$ cat config.mk
export PLATFORM = sky130hd
export DESIGN_NAME = interval_meter
export DESIGN_NICKNAME = d
export VERILOG_FILES = /design/src/rtl/meter_pkg.sv /design/src/rtl/meter_sync.sv /design/src/rtl/meter_sat_counter.sv /design/src/rtl/interval_meter.sv
export SDC_FILE = /design/constraint.sdc
export NUM_CORES = 1
export LEC_CHECK = 0
export ABC_AREA = 0
export BUFFER_PORTS_ARGS = -buffer_cell sky130_fd_sc_hd__buf_4
export CAP_MARGIN = 20
export CORE_UTILIZATION = 31
export DETAILED_ROUTE_END_ITERATION = 10
export SETUP_SLACK_MARGIN = 0.05
export SLEW_MARGIN = 40
export SYNTH_ARGS = -nofsm -noshare
export SYNTH_HDL_FRONTEND = slang
export SYNTH_SLANG_ARGS = --single-unit
$ cat constraint.sdc
create_clock -name clk -period 3.4 [get_ports clk]
set_input_delay 0.85 -clock clk [delete_from_list [all_inputs] [get_ports clk]]
set_output_delay 0.85 -clock clk [all_outputs]
set_load 0.005 [all_outputs]
$ cat src/rtl/meter_pkg.sv
// Shared encodings for the interval meter.
// Assumes: field codes are fixed by the requirements.
package meter_pkg;
    typedef enum logic [1:0] {
        ST_IDLE  = 2'd0,
        ST_ARMED = 2'd1,
        ST_COUNT = 2'd2
    } meter_state_e;

    localparam logic [1:0] POL_ACT_LOW  = 2'b01;
    localparam logic [1:0] POL_ACT_HIGH = 2'b10;
    localparam logic [1:0] SRC_EXT_RISE = 2'b01;
    localparam logic [1:0] SRC_EXT_FALL = 2'b10;
endpackage

$ cat src/rtl/meter_sync.sv
// Multi-stage synchronizer for asynchronous single-bit inputs.
// Assumes: each bit is independent; no bus coherency is implied.
module meter_sync #(
    parameter int W      = 1,
    parameter int STAGES = 2
) (
    input  logic         clk,
    input  logic         rst_n,
    input  logic [W-1:0] d,
    output logic [W-1:0] q
);
    logic [W-1:0] stg [STAGES];

    // Shift the raw inputs through the flop chain.
    always_ff @(posedge clk) begin
        if (!rst_n) begin
            for (int i = 0; i < STAGES; i++) stg[i] <= '0;
        end else begin
            stg[0] <= d;
            for (int i = 1; i < STAGES; i++) stg[i] <= stg[i-1];
        end
    end

    assign q = stg[STAGES-1];
endmodule

$ cat src/rtl/meter_sat_counter.sv
// Saturating up counter with a priority clear.
// Assumes: clr wins over inc; sat_evt flags an increment refused at the top.
module meter_sat_counter #(
    parameter int W = 32
) (
    input  logic         clk,
    input  logic         rst_n,
    input  logic         clr,
    input  logic         inc,
    output logic [W-1:0] cnt,
    output logic         sat_evt
);
    localparam logic [W-1:0] TOP = '1;

    assign sat_evt = inc && !clr && (cnt == TOP);

    // Clear, step, or hold at the top value.
    always_ff @(posedge clk) begin
        if (!rst_n)                    cnt <= '0;
        else if (clr)                  cnt <= '0;
        else if (inc && (cnt != TOP))  cnt <= cnt + 1'b1;
    end

    // saturated counter never wraps
    a_r10_sat_hold: assert property (@(posedge clk) disable iff (!rst_n)
        (cnt == TOP && inc && !clr) |=> (cnt == TOP));
    // clear leaves zero
    a_r4_clr_zero: assert property (@(posedge clk) disable iff (!rst_n)
        clr |=> (cnt == '0));
endmodule

$ cat src/rtl/interval_meter.sv
// Pulse width / period meter: one counter, trigger-armed, single shot.
// Assumes: tick is synchronous to clk; meas_in and ext_clk are asynchronous.
module interval_meter
    import meter_pkg::*;
#(
    parameter int CNT_W       = 32,
    parameter int SYNC_STAGES = 2
) (
    input  logic             clk,
    input  logic             rst_n,
    input  logic             mode_period,
    input  logic [1:0]       in_pol,
    input  logic [1:0]       clk_sel,
    input  logic             tick,
    input  logic             ext_clk,
    input  logic             meas_in,
    input  logic             trigger,
    input  logic             irq_en,
    output logic [CNT_W-1:0] readback,
    output logic             done,
    output logic             overflow,
    output logic             irq
);
    localparam logic [CNT_W-1:0] CNT_TOP = '1;

    meter_state_e     state;
    logic             meas_s, ext_s, ext_q, act, act_q;
    logic             pol_ok, start_edge, stop_edge, cnt_en, finish, inc;
    logic [CNT_W-1:0] cnt_val;
    logic             sat_evt;

    meter_sync #(.W(2), .STAGES(SYNC_STAGES)) u_sync (
        .clk(clk), .rst_n(rst_n),
        .d({ext_clk, meas_in}), .q({ext_s, meas_s})
    );

    // Decode the active level and find interval edges.
    assign pol_ok     = (in_pol == POL_ACT_LOW) || (in_pol == POL_ACT_HIGH);
    assign act        = pol_ok && (meas_s == (in_pol == POL_ACT_HIGH));
    assign start_edge = act && !act_q;
    assign stop_edge  = !act && act_q;

    // Pick the count enable source.
    always_comb begin
        case (clk_sel)
            SRC_EXT_RISE: cnt_en = ext_s && !ext_q;
            SRC_EXT_FALL: cnt_en = !ext_s && ext_q;
            default:      cnt_en = tick;
        endcase
    end

    assign finish = (state == ST_COUNT) && (mode_period ? start_edge : stop_edge);
    assign inc    = cnt_en && (((state == ST_ARMED) && start_edge) ||
                               ((state == ST_COUNT) && !finish));

    // Remember previous levels for edge detection.
    always_ff @(posedge clk) begin
        if (!rst_n) begin
            act_q <= 1'b0;
            ext_q <= 1'b0;
        end else begin
            act_q <= act;
            ext_q <= ext_s;
        end
    end

    meter_sat_counter #(.W(CNT_W)) u_cnt (
        .clk(clk), .rst_n(rst_n), .clr(trigger), .inc(inc),
        .cnt(cnt_val), .sat_evt(sat_evt)
    );

    // Sequence arm, count and completion; latch results.
    always_ff @(posedge clk) begin
        if (!rst_n) begin
            state    <= ST_IDLE;
            readback <= '0;
            done     <= 1'b0;
            overflow <= 1'b0;
            irq      <= 1'b0;
        end else begin
            irq <= 1'b0;
            if (trigger) begin
                state    <= ST_ARMED;
                done     <= 1'b0;
                overflow <= 1'b0;
            end else begin
                if (sat_evt) overflow <= 1'b1;
                case (state)
                    ST_ARMED: if (start_edge) state <= ST_COUNT;
                    ST_COUNT: if (finish) begin
                        readback <= cnt_val;
                        done     <= 1'b1;
                        irq      <= irq_en;
                        state    <= ST_IDLE;
                    end
                    default: ;
                endcase
            end
        end
    end

    // interrupt only alongside done, never two cycles long
    a_r9_irq_with_done: assert property (@(posedge clk) disable iff (!rst_n)
        irq |-> done);
    a_r9_irq_single: assert property (@(posedge clk) disable iff (!rst_n)
        irq |=> !irq);
    // result register moves only at completion
    a_r7_rb_hold: assert property (@(posedge clk) disable iff (!rst_n)
        !finish |=> $stable(readback));
    // done stays low while armed or counting
    a_r8_done_low_busy: assert property (@(posedge clk) disable iff (!rst_n)
        (state != ST_IDLE) |-> !done);
    // trigger leaves a cleared, armed state
    a_r4_trig_arms: assert property (@(posedge clk) disable iff (!rst_n)
        trigger |=> (state == ST_ARMED && !done && !overflow));
    // overflow implies a saturated counter
    a_r10_ovf_sat: assert property (@(posedge clk) disable iff (!rst_n)
        overflow |-> (cnt_val == CNT_TOP));
endmodule

-- Word-level counts from Yosys, hierarchy flattened
Memory sizes are Yosys's and may differ from the RTL's.
Cells that the tools add are included.
- equality and inequality tests: 13
- $add $sub $neg: 1
- reduce and logical (&&, ||, !) cells: 28
- mux-type cells: 10
- bitwise gates (word level): 6
- operators by type and width (cell ; count):
    32-bit by 1-bit adder with 32-bit output, second input constant ; 1
    32-bit == test, second input constant ; 1
    32-bit inequality test, second input constant ; 1
    1-bit logical AND ; 12
    3-bit AND reduction ; 3
    2-bit two-way mux ; 4
    2-bit by 1-bit == test with 1-bit output, second input constant ; 3
    2-bit == test, second input constant ; 3
    1-bit logical NOT ; 6
    3-bit inequality test, second input constant ; 2
    1-bit two-way mux ; 4
    2-bit inequality test, second input constant ; 2
    1-bit NOT ; 4
    2-bit one-hot mux with 2 select lines ; 1
    4-bit OR reduction ; 1
    3-bit nonzero test ; 1
    1-bit logical OR ; 2
    1-bit bitwise OR ; 2
    1-bit one-hot mux with 2 select lines ; 1
    2-bit AND reduction ; 1
    2-bit nonzero test ; 1
    2-bit OR reduction ; 1
    1-bit == test ; 1
- register bits: 71
- output and inout port bits: 35
- memories: 1
- word-level logic and storage cells: 68
- memory bits (writable): 4
- memory list (memory ; depth ; bits a word ; read ports ; clocked after Yosys merged registers in ; wr ports ; line ; RTL):
    u_sync.stg ; 2 ; 2 ; 2 ; 0 ; 2 ; meter_sync.sv:12 ; logic [W-1:0] stg [STAGES];

-- Logic depth before layout (Yosys ltp)
Gate-level depths: netlist (run 1).
- depth after elaboration: 13
- gate-level depth with buffers: 10

-- Hierarchy
From an unflattened synthesis (run 1), not the netlist that was laid out.
- cells, all modules: 397
- area, all modules: 3613.5 µm²
- modules (own cells, without submodules) (module ; instances ; cells an instance ; area an instance (µm²)):
    meter_sat_counter ; 1 ; 201 ; 1747.9
    interval_meter ; 1 ; 186 ; 1745.4
    meter_sync ; 1 ; 10 ; 120.1

-- Least setup slack after synthesis (run 1)
OpenSTA, ideal clock, no wires.
- path type: input to register
- start point: input port in_pol[0]
- end point: register u_cnt.cnt[26]
- data arrival time: 2.532 ns
- cell stages on the path: 8
- setup time: 0.135 ns
- slack: 0.733 ns
- path through: inv_1 > ha_1 > xor2_1 > nor3_2 > and3_2 > o2111ai_1 > o311ai_0 > o41ai_1
- longest elaborated chain between the ends: 12
- elaborated cells on any way between the ends: 16
- those cells by class: eq/ne: 3; mux: 1; reduce/logical: 12
- RTL lines (item ; line ; RTL):
    start, declared ; interval_meter.sv:12 ; input logic [1:0] in_pol,
    2-bit == test or 2-bit by 1-bit == test with 1-bit output (tied branches) ; interval_meter.sv:38, interval_meter.sv:39 ;
    1-bit == test or 1-bit logical OR (tied branches) ; interval_meter.sv:39, interval_meter.sv:38 ;
    1-bit logical AND * ; interval_meter.sv:39 ; assign act = pol_ok && (meas_s == (in_pol == POL_ACT_HIGH));
    1-bit logical NOT ; interval_meter.sv:41 ; assign stop_edge = !act && act_q;
    1-bit logical AND ; interval_meter.sv:41 ;
    1-bit two-way mux ; interval_meter.sv:52 ; assign finish = (state == ST_COUNT) && (mode_period ? start_edge : stop_edge);
    1-bit logical AND ; interval_meter.sv:52 ;
    1-bit logical NOT ; interval_meter.sv:54 ; ((state == ST_COUNT) && !finish));
    1-bit logical AND ; interval_meter.sv:54 ;
    1-bit logical OR * ; interval_meter.sv:53 ; assign inc = cnt_en && (((state == ST_ARMED) && start_edge) ||
    1-bit logical AND * ; interval_meter.sv:53 ;
    1-bit logical AND * ; meter_sat_counter.sv:21 ; else if (inc && (cnt != TOP)) cnt <= cnt + 1'b1;
    end signal, assigned ; meter_sat_counter.sv:21 ;
    end, declared ; meter_sat_counter.sv:10 ; output logic [W-1:0] cnt,
Mark *: on every way between the ends. The rest lies on a longest branch, timed or not.
A chain may end at the register's enable or synchronous reset.

-- Worst setup path after layout (run 1)
- start point: input port clk_sel[0]
- end point: register u_cnt.cnt[29]
- longest elaborated chain between the ends: 4
- elaborated cells on any way between the ends: 5
- those cells by class: eq/ne: 2; mux: 1; reduce/logical: 2
- RTL lines (item ; line ; RTL):
    start, declared ; interval_meter.sv:13 ; input logic [1:0] clk_sel,
    2-bit == test or 2-bit by 1-bit == test with 1-bit output (tied branches) ; interval_meter.sv:45 ; case (clk_sel)
    1-bit one-hot mux with 2 select lines * ; interval_meter.sv:45 ;
    1-bit logical AND * ; interval_meter.sv:53 ;
    1-bit logical AND * ; meter_sat_counter.sv:21 ;
Marks and branches as above.

==> results.cfg, run 1 <==
[global_route]
grt_use_total = 0.148
grt_start_max_net_pins = 72
grt_pass1_wl_um = 13300
grt_pass1_vias = 2853
antenna_found_initial = 0
gr-total-overflow = 0

[power]
p_comb_frac = 0.043
irDropWorstVdd_mv = 0.198
power_density_nw_per_um2 = 417
p_sw_mw = 0.419
p_int_mw = 1.26
pwr-share-clk = 0.429
power_leakage_nw = 1.42
switching_share = 0.249
seq_power_share = 0.528

[hold_path]
hold_path.class = reg -> reg

[clock_network]
clk_pin_slew_ns = 0.08
cts_buffers = 9
clk_path_buf_depth = 2
cts_root_buf = clkbuf_8
cts.sinks = 75
hold_buffers = 0
tritoncts = yes
htreeDepth = 3
postCtsSetupBuffers = 0
clock_latency_ns = 0.36
ctsResizeCount = 0

[die]
fp.dieW_um = 106
die_area_sq_um = 11200
io_pins = 47
die_h_um = 106
coreArea_sq_um = 10400
rows = 37
initial_core_util = 0.322

[sta]
worst_pin_slew_ns = 0.777
slew_violations = 0
hold_violations = 0
setup_violations = 0
rsz0062_at_grt = no
tns_ns = 0
period_needed_ns = 2.66
relSlewSlack = 0.482
max_freq_ghz = 0.376
fin_crit_sh = 0.782
fin_skew_ns = 0.0163

[run_status]
status = finished, final reports clean

[final_layout]
layout_common_cells = 75 x dfxtp_1, 53 x buf_4, 49 x o21ai_0
area_growth_pct = 19.9
final_common_cell = dfxtp_1
stdcell_area_sq_um = 4030
final_layout_size_suffix_gt1_frac = 0.174
nets = 453
diodes = 0

[drt]
dr.pass1.iters = 4
vias_per_cell = 5.21
num_vias = 3014
drc = 0
first_iter_violations = 110
drtAntennaViolNets = 0
routed_wirelength_um = 7880
wl_per_cell_um = 13.6

[logic_synthesis]
synth-seq-area-share = 0.447
synth_cell_types = 45
synth_warnings = 0
postSynth.asyncResetShare = 0
synth_area_sq_um = 3360
syn_inst = 399
ys.flop_type = dfxtp_1
avgSynthCellArea_sq_um = 8.41
synth_nets = 415
ys_ff_latch = 75
synth_edf_count = 0

[flow_run]
cap_violations = 0

[worst_setup_path]
r2r_setup_slack_ns = 1.07
critPathMaxStageDelay_ns = 0.53
cp-start-kind = primary input
path_cells = buf_4 > inv_1 > ha_1 > nor4bb_1 > a211o_1 > and4_1 > o21ai_2 > or4_1 > a21oi_1
cp.required_ns = 3.69
critPathSlowestCell = or4_1
path_max_fanout = 23
cp-end-kind = register
cp.arrival_ns = 2.95
critPathKind = in -> reg

[placement]
placed_area_sq_um = 3820
numPortBuffers = 46
hpwl_um = 5400
place.gp.congestion = 0.765
power by group through the flow:
stage	registers, mW	clock network, mW	logic (mW)
6_report	0.887	0.720	0.0721
5_1_grt	0.888	0.780	0.0807
4_1_cts	0.886	0.741	0.0731
3_5_place_dp	0.907	0	0.0727
3_3_place_gp	0.907	0	0.0703
2_1_floorplan	0.906	0	0.0476
synthesized netlist by cell type, drive strengths merged, types with 7 or more instances:
cell | count | area share
dfxtp | 75 | 0.45
o21ai | 51 | 0.078
nand2 | 47 | 0.053
nand3 | 46 | 0.069
a21oi | 22 | 0.033
clkbuf | 19 | 0.022
or3 | 14 | 0.026
and3 | 11 | 0.021
and4 | 8 | 0.021
nand2b | 8 | 0.015
o211ai | 8 | 0.018
and2 | 7 | 0.013
buf | 7 | 0.012
inv | 7 | 0.0078
nand4 | 7 | 0.013
nor2 | 7 | 0.0078
or4 | 7 | 0.016
path summary, 6_finish.rpt:
kind	cells after the start	start	to
worst max-delay path	9	clk_sel[0]	u_cnt.cnt[29]
worst min-delay path	1	u_sync.stg[0][1]	u_sync.stg[0][3]
worst max register to register	6	u_cnt.cnt[2]	u_cnt.cnt[20]
worst min register to register	1	u_sync.stg[0][1]	u_sync.stg[0][3]
critical path, delay by kind of cell:
family                     cells  cell delay, ns
buffers and inverters          2            0.11
adders and majority gates      1            0.31
and+or+nand+nor                3            1.05
AOI/OAI and AO/OA              3            0.62
per-stage QoR:
step                      power, mW  hold slack, ns  utilization  instances  worst slack (ns)
after floorplan               0.954           0.412            -        399             0.733
after global placement        0.977           0.419        0.366        562             0.476
after detailed placement      0.980           0.426        0.366        562             0.379
after CTS                      1.70           0.446        0.386        578             0.760
after global routing           1.75           0.479        0.386        578             0.521
final                          1.68           0.445        0.386        578             0.742
state kept, by name, indices dropped and copies added, names as in the netlist:
| signal | cells |
|---|---|
| act_q | 1 |
| overflow | 1 |
| u_cnt.cnt | 32 |
| done | 1 |
| state | 2 |
| u_sync.stg | 4 |
| irq | 1 |
| ext_q | 1 |
| readback | 32 |
final cells by class:
cell class                      instances  area (sq um)
Clock buffer                            9           124
Inverter                                7          26.3
Tap cell                              136           170
Timing Repair Buffer                   53           398
Clock inverter                          7          83.8
Sequential cell                        75          1500
Multi-Input combinational cell        291          1720
Fill cell                            1094          6390
layer usage:
metal	vias up	track usage	part of all wire
li1	1546	-	-
met1	1400	0.185	0.49
met2	56	0.235	0.45
met3	12	0.0399	0.045
met4	0	0.0694	0.017
met5	-	0	0
logic make-up after synthesis:
family,count (synthesis),synth area share
buf+inv,33,0.0414
fa+ha+maj,4,0.0149
mux,2,0.00597
simple gates,175,0.284
compound gates,107,0.198
xor+xnor,3,0.00783
flops,75,0.447
Note: power is estimated with default switching activity, not from simulation.
==> inputs of run 2 (changes only) <==
--- a/config.mk
+++ b/config.mk
@@ -5,7 +5,7 @@
 export SDC_FILE = /design/constraint.sdc
 export NUM_CORES = 1
 export LEC_CHECK = 0
-export ABC_AREA = 0
+export ABC_AREA = 1
 export BUFFER_PORTS_ARGS = -buffer_cell sky130_fd_sc_hd__buf_4
 export CAP_MARGIN = 20
 export CORE_UTILIZATION = 31
==> constraint.sdc (replaced) <==
create_clock -name clk -period 2.45 [get_ports clk]
set_input_delay 0.6125 -clock clk [delete_from_list [all_inputs] [get_ports clk]]
set_output_delay 0.6125 -clock clk [all_outputs]
set_load 0.005 [all_outputs]
==> run 2 against run 1 <==
Synthesized cell count increased by 44%. Critical path type is now reg -> reg. Sequential cell count unchanged. Global-route usage up 0.55 points. Die area increased by 14%. Cell area increased by 14%. Synthesized area rose by 14%. Clock power rose by 75%. Utilization decreased by 0.32 points. Register-to-register slack got worse by 0.61 ns. Sequential share of layout area is 4.7 points lower.
==> results.cfg, run 2 <==
[worst_setup_path]
cp-start-kind = register
cp.required_ns = 2.71
cp.arrival_ns = 2.25
r2r_setup_slack_ns = 0.46
critPathKind = reg -> reg
path_max_fanout = 32
cp-end-kind = register

[final_layout]
final_common_cell = nand2_1
nets = 631
reg_top3 = readback (32), u_cnt.cnt (32), u_sync.stg (4)
layout_common_cells = 160 x nand2_1, 75 x dfxtp_1, 68 x inv_1
area_growth_pct = 20.3
stdcell_area_sq_um = 4600
stdcell_count = 766
diodes = 0
final_layout_size_suffix_gt1_frac = 0.129

[logic_synthesis]
synth_most_common_cell = nand2_1
synth_edf_count = 0
synth_area_leaders = dfxtp_1 39%, nand2_1 16%, a21oi_1 8.6%, inv_1 6.7%, nor2_1 5.7%
avgSynthCellArea_sq_um = 6.64
syn_inst = 576
synth-seq-area-share = 0.392
synth_top_cells_by_count = 160 x nand2_1, 75 x dfxtp_1, 68 x inv_1
ys.flop_type = dfxtp_1
synth_warnings = 0
ys_ff_latch = 75
synth_top_area_frac = 0.392
postSynth.asyncResetShare = 0
synth_area_sq_um = 3830
synth_top_area_cell = dfxtp_1
synth_cell_types = 24
synth_nets = 592

[placement]
dp.cells = 751
place.gp.congestion = 0.873
hpwl_um = 6670
numPortBuffers = 46
placed_area_sq_um = 4320

[clock_network]
ctsResizeCount = 0
clk_path_buf_depth = 2
cts_root_buf = clkbuf_16
tritoncts = yes
cts_buffers = 9
hold_buffers = 0
clock_latency_ns = 0.33
htreeDepth = 3
cts.sinks = 75
clk_pin_slew_ns = 0.06
postCtsSetupBuffers = 0

[sta]
relSlewSlack = 0.727
setup_violations = 0
period_needed_ns = 1.99
max_freq_ghz = 0.502
rsz0062_at_grt = no
fin_crit_sh = 0.813
hold_violations = 0
slew_violations = 0
worst_pin_slew_ns = 0.408
holdWs_ns = 0.415
fin_skew_ns = 0.00442
tns_ns = 0

[global_route]
grt_pass1_vias = 3548
grt_pass1_wl_um = 15700
antenna_found_initial = 0
grt_start_max_net_pins = 65
gr-total-overflow = 0
grt_use_total = 0.153

[power]
irDropWorstVdd_mv = 0.304
power_density_nw_per_um2 = 569
power_leakage_nw = 1.69
p_total_mw = 2.62

[die]
die_h_um = 113
coreArea_sq_um = 12000
fp.dieW_um = 113
initial_core_util = 0.319
rows = 40
die_area_sq_um = 12800
io_pins = 47

[drt]
vias_per_cell = 4.88
drc = 0
drtAntennaViolNets = 0
dr.pass1.iters = 4
first_iter_violations = 167
wl_per_cell_um = 12.3
num_vias = 3740
routed_wirelength_um = 9440

[hold_path]
hold_path.class = reg -> reg

[flow_run]
cap_violations = 0

[run_status]
status = finished, final reports clean
run 2: power breakdown:
part,total (mW),switching [mW],internal [mW]
Combinational,0.123,0.0824,0.0406
Sequential,1.23,0.00449,1.23
Clock,1.26,0.488,0.774
run 2: cell families (layout without fill, tap and decap cells):
| family | after synthesis | in the layout | share of synthesized area |
|---|---|---|---|
| flops | 75 | 75 | 0.392 |
| compound gates | 105 | 105 | 0.138 |
| fa+ha+maj | 4 | 4 | 0.0131 |
| buf+inv | 95 | 138 | 0.101 |
| simple gates | 287 | 287 | 0.333 |
| xor+xnor | 10 | 10 | 0.0229 |
run 2: metrics by stage:
| step | util | worst slack (ns) |
|---|---|---|
| finish | 0.383 | 0.459 |
| detailed placement | 0.360 | 0.191 |
| global route | 0.383 | 0.248 |
| global placement | 0.360 | 0.288 |
| CTS | 0.383 | 0.432 |
| floorplan | - | 0.452 |
run 2: cell type report:
cell class | count | area (sq um)
Clock buffer | 9 | 225
Fill cell | 1271 | 7410
Inverter | 69 | 259
Tap cell | 147 | 184
Timing Repair Buffer | 54 | 430
Multi-Input combinational cell | 406 | 1950
Clock inverter | 6 | 57.6
Sequential cell | 75 | 1500
run 2: critical path, stage by stage (launching register included):
cell and delay, ns:
dfxtp_1 0.37, ha_1 0.27, nand2_2 0.11, nor2_4 0.16, nand3_2 0.10, nor2_2 0.14
nand3_2 0.12, nand3_2 0.10, buf_4 0.31, nand2_1 0.10, a21oi_1 0.16
run 2: metal layers:
metal | track usage | up-vias | part of all wire
li1 | - | 1942 | -
met1 | 0.176 | 1726 | 0.45
met2 | 0.271 | 58 | 0.49
met3 | 0.0396 | 14 | 0.037
met4 | 0.0623 | 0 | 0.019
met5 | 0 | - | 0
run 2: path summary, 6_finish.rpt:
| kind | start | endpoint | cells past startpoint |
|---|---|---|---|
| setup / recovery | u_cnt.cnt[1] | u_cnt.cnt[30] | 10 |
| hold / removal | u_sync.stg[0][1] | u_sync.stg[0][3] | 2 |
| setup reg to reg | u_cnt.cnt[1] | u_cnt.cnt[30] | 10 |
| hold reg to reg | u_sync.stg[0][1] | u_sync.stg[0][3] | 2 |
==> inputs of run 3 (changes only) <==
==> constraint.sdc (replaced) <==
create_clock -name clk -period 1.91 [get_ports clk]
set_input_delay 0.4775 -clock clk [delete_from_list [all_inputs] [get_ports clk]]
set_output_delay 0.4775 -clock clk [all_outputs]
set_load 0.005 [all_outputs]
==> run 3 against run 2 <==
Critical endpoint is now readback[19]. Global-route usage up 0.78 points. Power up 37%. Worst setup slack worse by 0.32 ns. Combinational power up 54%. Via count up 2.2%. Final cell count up 2.3%. Cell area up 6.5%. Critical path type is now in -> reg. Sequential share of layout area down 1.9 points. Clock skew up 0.0028 ns. Utilization up 2.5 points. Critical path depth unchanged.
==> results.cfg, run 3 (synthesized netlist as in run 2, its figures left out) <==
[global_route]
grt_use_total = 0.161
grt_start_max_net_pins = 38
antenna_found_initial = 0
gr-total-overflow = 0
grt_pass1_wl_um = 16400
grt_pass1_vias = 3582

[drt]
routed_wirelength_um = 10200
drtAntennaViolNets = 0
wl_per_cell_um = 13.0
num_vias = 3821
vias_per_cell = 4.87
dr.pass1.iters = 5
first_iter_violations = 255
drc = 0

[die]
io_pins = 47
initial_core_util = 0.319
die_h_um = 113
fp.dieW_um = 113
coreArea_sq_um = 12000
die_area_sq_um = 12800
rows = 40

[worst_setup_path]
cp.required_ns = 2.13
critPathKind = in -> reg
startpoint = in_pol[0]
r2r-start = u_cnt.cnt[1]
cp.arrival_ns = 2.00
cp-end-kind = register
path_max_fanout = 33
cp-start-kind = primary input
r2r_setup_slack_ns = 0.17

[clock_network]
clock_latency_ns = 0.34
tritoncts = yes
hold_buffers = 0
clk_pin_slew_ns = 0.06
htreeDepth = 3
cts_root_buf = clkbuf_16
cts_buffers = 9
cts.sinks = 75
clk_path_buf_depth = 2

[hold_path]
hp-start = meas_in
hold_path.class = in -> reg

[final_layout]
nets = 648
diodes = 0
reg_top3 = readback (32), u_cnt.cnt (32), u_sync.stg (4)
final_common_cell = nand2_1
area_growth_pct = 28.1
layout_common_cells = 158 x nand2_1, 71 x dfxtp_1, 68 x inv_1
final_layout_size_suffix_gt1_frac = 0.173

[power]
power_leakage_nw = 1.83
irDropWorstVdd_mv = 0.349
power_density_nw_per_um2 = 729

[placement]
place.gp.congestion = 0.882
hpwl_um = 7040
post-place-ws_ns = -0.140
numPortBuffers = 46

[sta]
fin_ws_ns = 0.135
worst_pin_slew_ns = 0.383
holdWs_ns = 0.319
period_needed_ns = 1.78
fin_crit_sh = 0.929
max_freq_ghz = 0.563
relSlewSlack = 0.745
rsz0062_at_grt = no
fin_skew_ns = 0.00725
slew_violations = 0
setup_violations = 0
hold_violations = 0

[flow_run]
cap_violations = 0

[run_status]
status = finished, final reports clean
==> run 3: cell types whose count changed in the layout (fill, tap and decap cells not counted), moves of 4 or more <==
cell	change
dfxtp_2	+4
buf_12	+5
buf_4	+10
dfxtp_1	-4
==> run 3: path summary, 6_finish.rpt <==
path,endpoint,cells past startpoint
max reg2reg,u_cnt.cnt[28],10
max,readback[19],10
min,u_sync.stg[0][0],3
min reg2reg,u_sync.stg[0][3],2
==> run 3: cell type report <==
type | count | area [sq um]
Multi-Input combinational cell | 406 | 1990
Fill cell | 1273 | 7110
Clock inverter | 7 | 92.6
Timing Repair Buffer | 71 | 642
Inverter | 69 | 259
Clock buffer | 9 | 225
Sequential cell | 75 | 1510
Tap cell | 147 | 184
==> run 3: critical path, stage by stage <==
cell	delay, ns
buf_4	0.07
inv_1	0.03
ha_1	0.32
a21oi_2	0.16
nand4_1	0.16
nand2_1	0.15
nand3_2	0.15
buf_12	0.21
o21ai_0	0.19
a21oi_1	0.06
==> run 3: routing by layer <==
metal | up-vias | share of wire | global-route usage
met2 | 88 | 0.48 | 0.276
met4 | 0 | 0.017 | 0.0667
li1 | 1980 | - | -
met1 | 1742 | 0.46 | 0.197
met3 | 11 | 0.044 | 0.0327
met5 | - | 0 | 0
==> run 3: power breakdown <==
group / total, mW / internal (mW) / switching [mW]
Sequential: 1.58 / 1.58 / 0.00595
Combinational: 0.190 / 0.0707 / 0.119
Clock: 1.80 / 1.14 / 0.667
==> run 3: repair_timing <==
action / CTS / global route
buffers inserted: 0 / 0
hold endpoints to repair: 0 / 0
gates resized for setup: 0 / 16
endpoints found under the setup margin: 0 / 39
==> run 3: stage by stage <==
stage / std cells / TNS, ns / instance area, sq um / power, mW / util
2_1_floorplan: 576 / 0 / 3830 / 1.72 / -
3_3_place_gp: 767 / -3.33 / 4510 / 1.79 / 0.375
3_5_place_dp: 767 / -7.14 / 4510 / 1.79 / 0.375
4_1_cts: 783 / 0 / 4820 / 3.60 / 0.402
5_1_grt: 784 / 0 / 4900 / 3.70 / 0.408
6_report: 784 / 0 / 4900 / 3.58 / 0.408
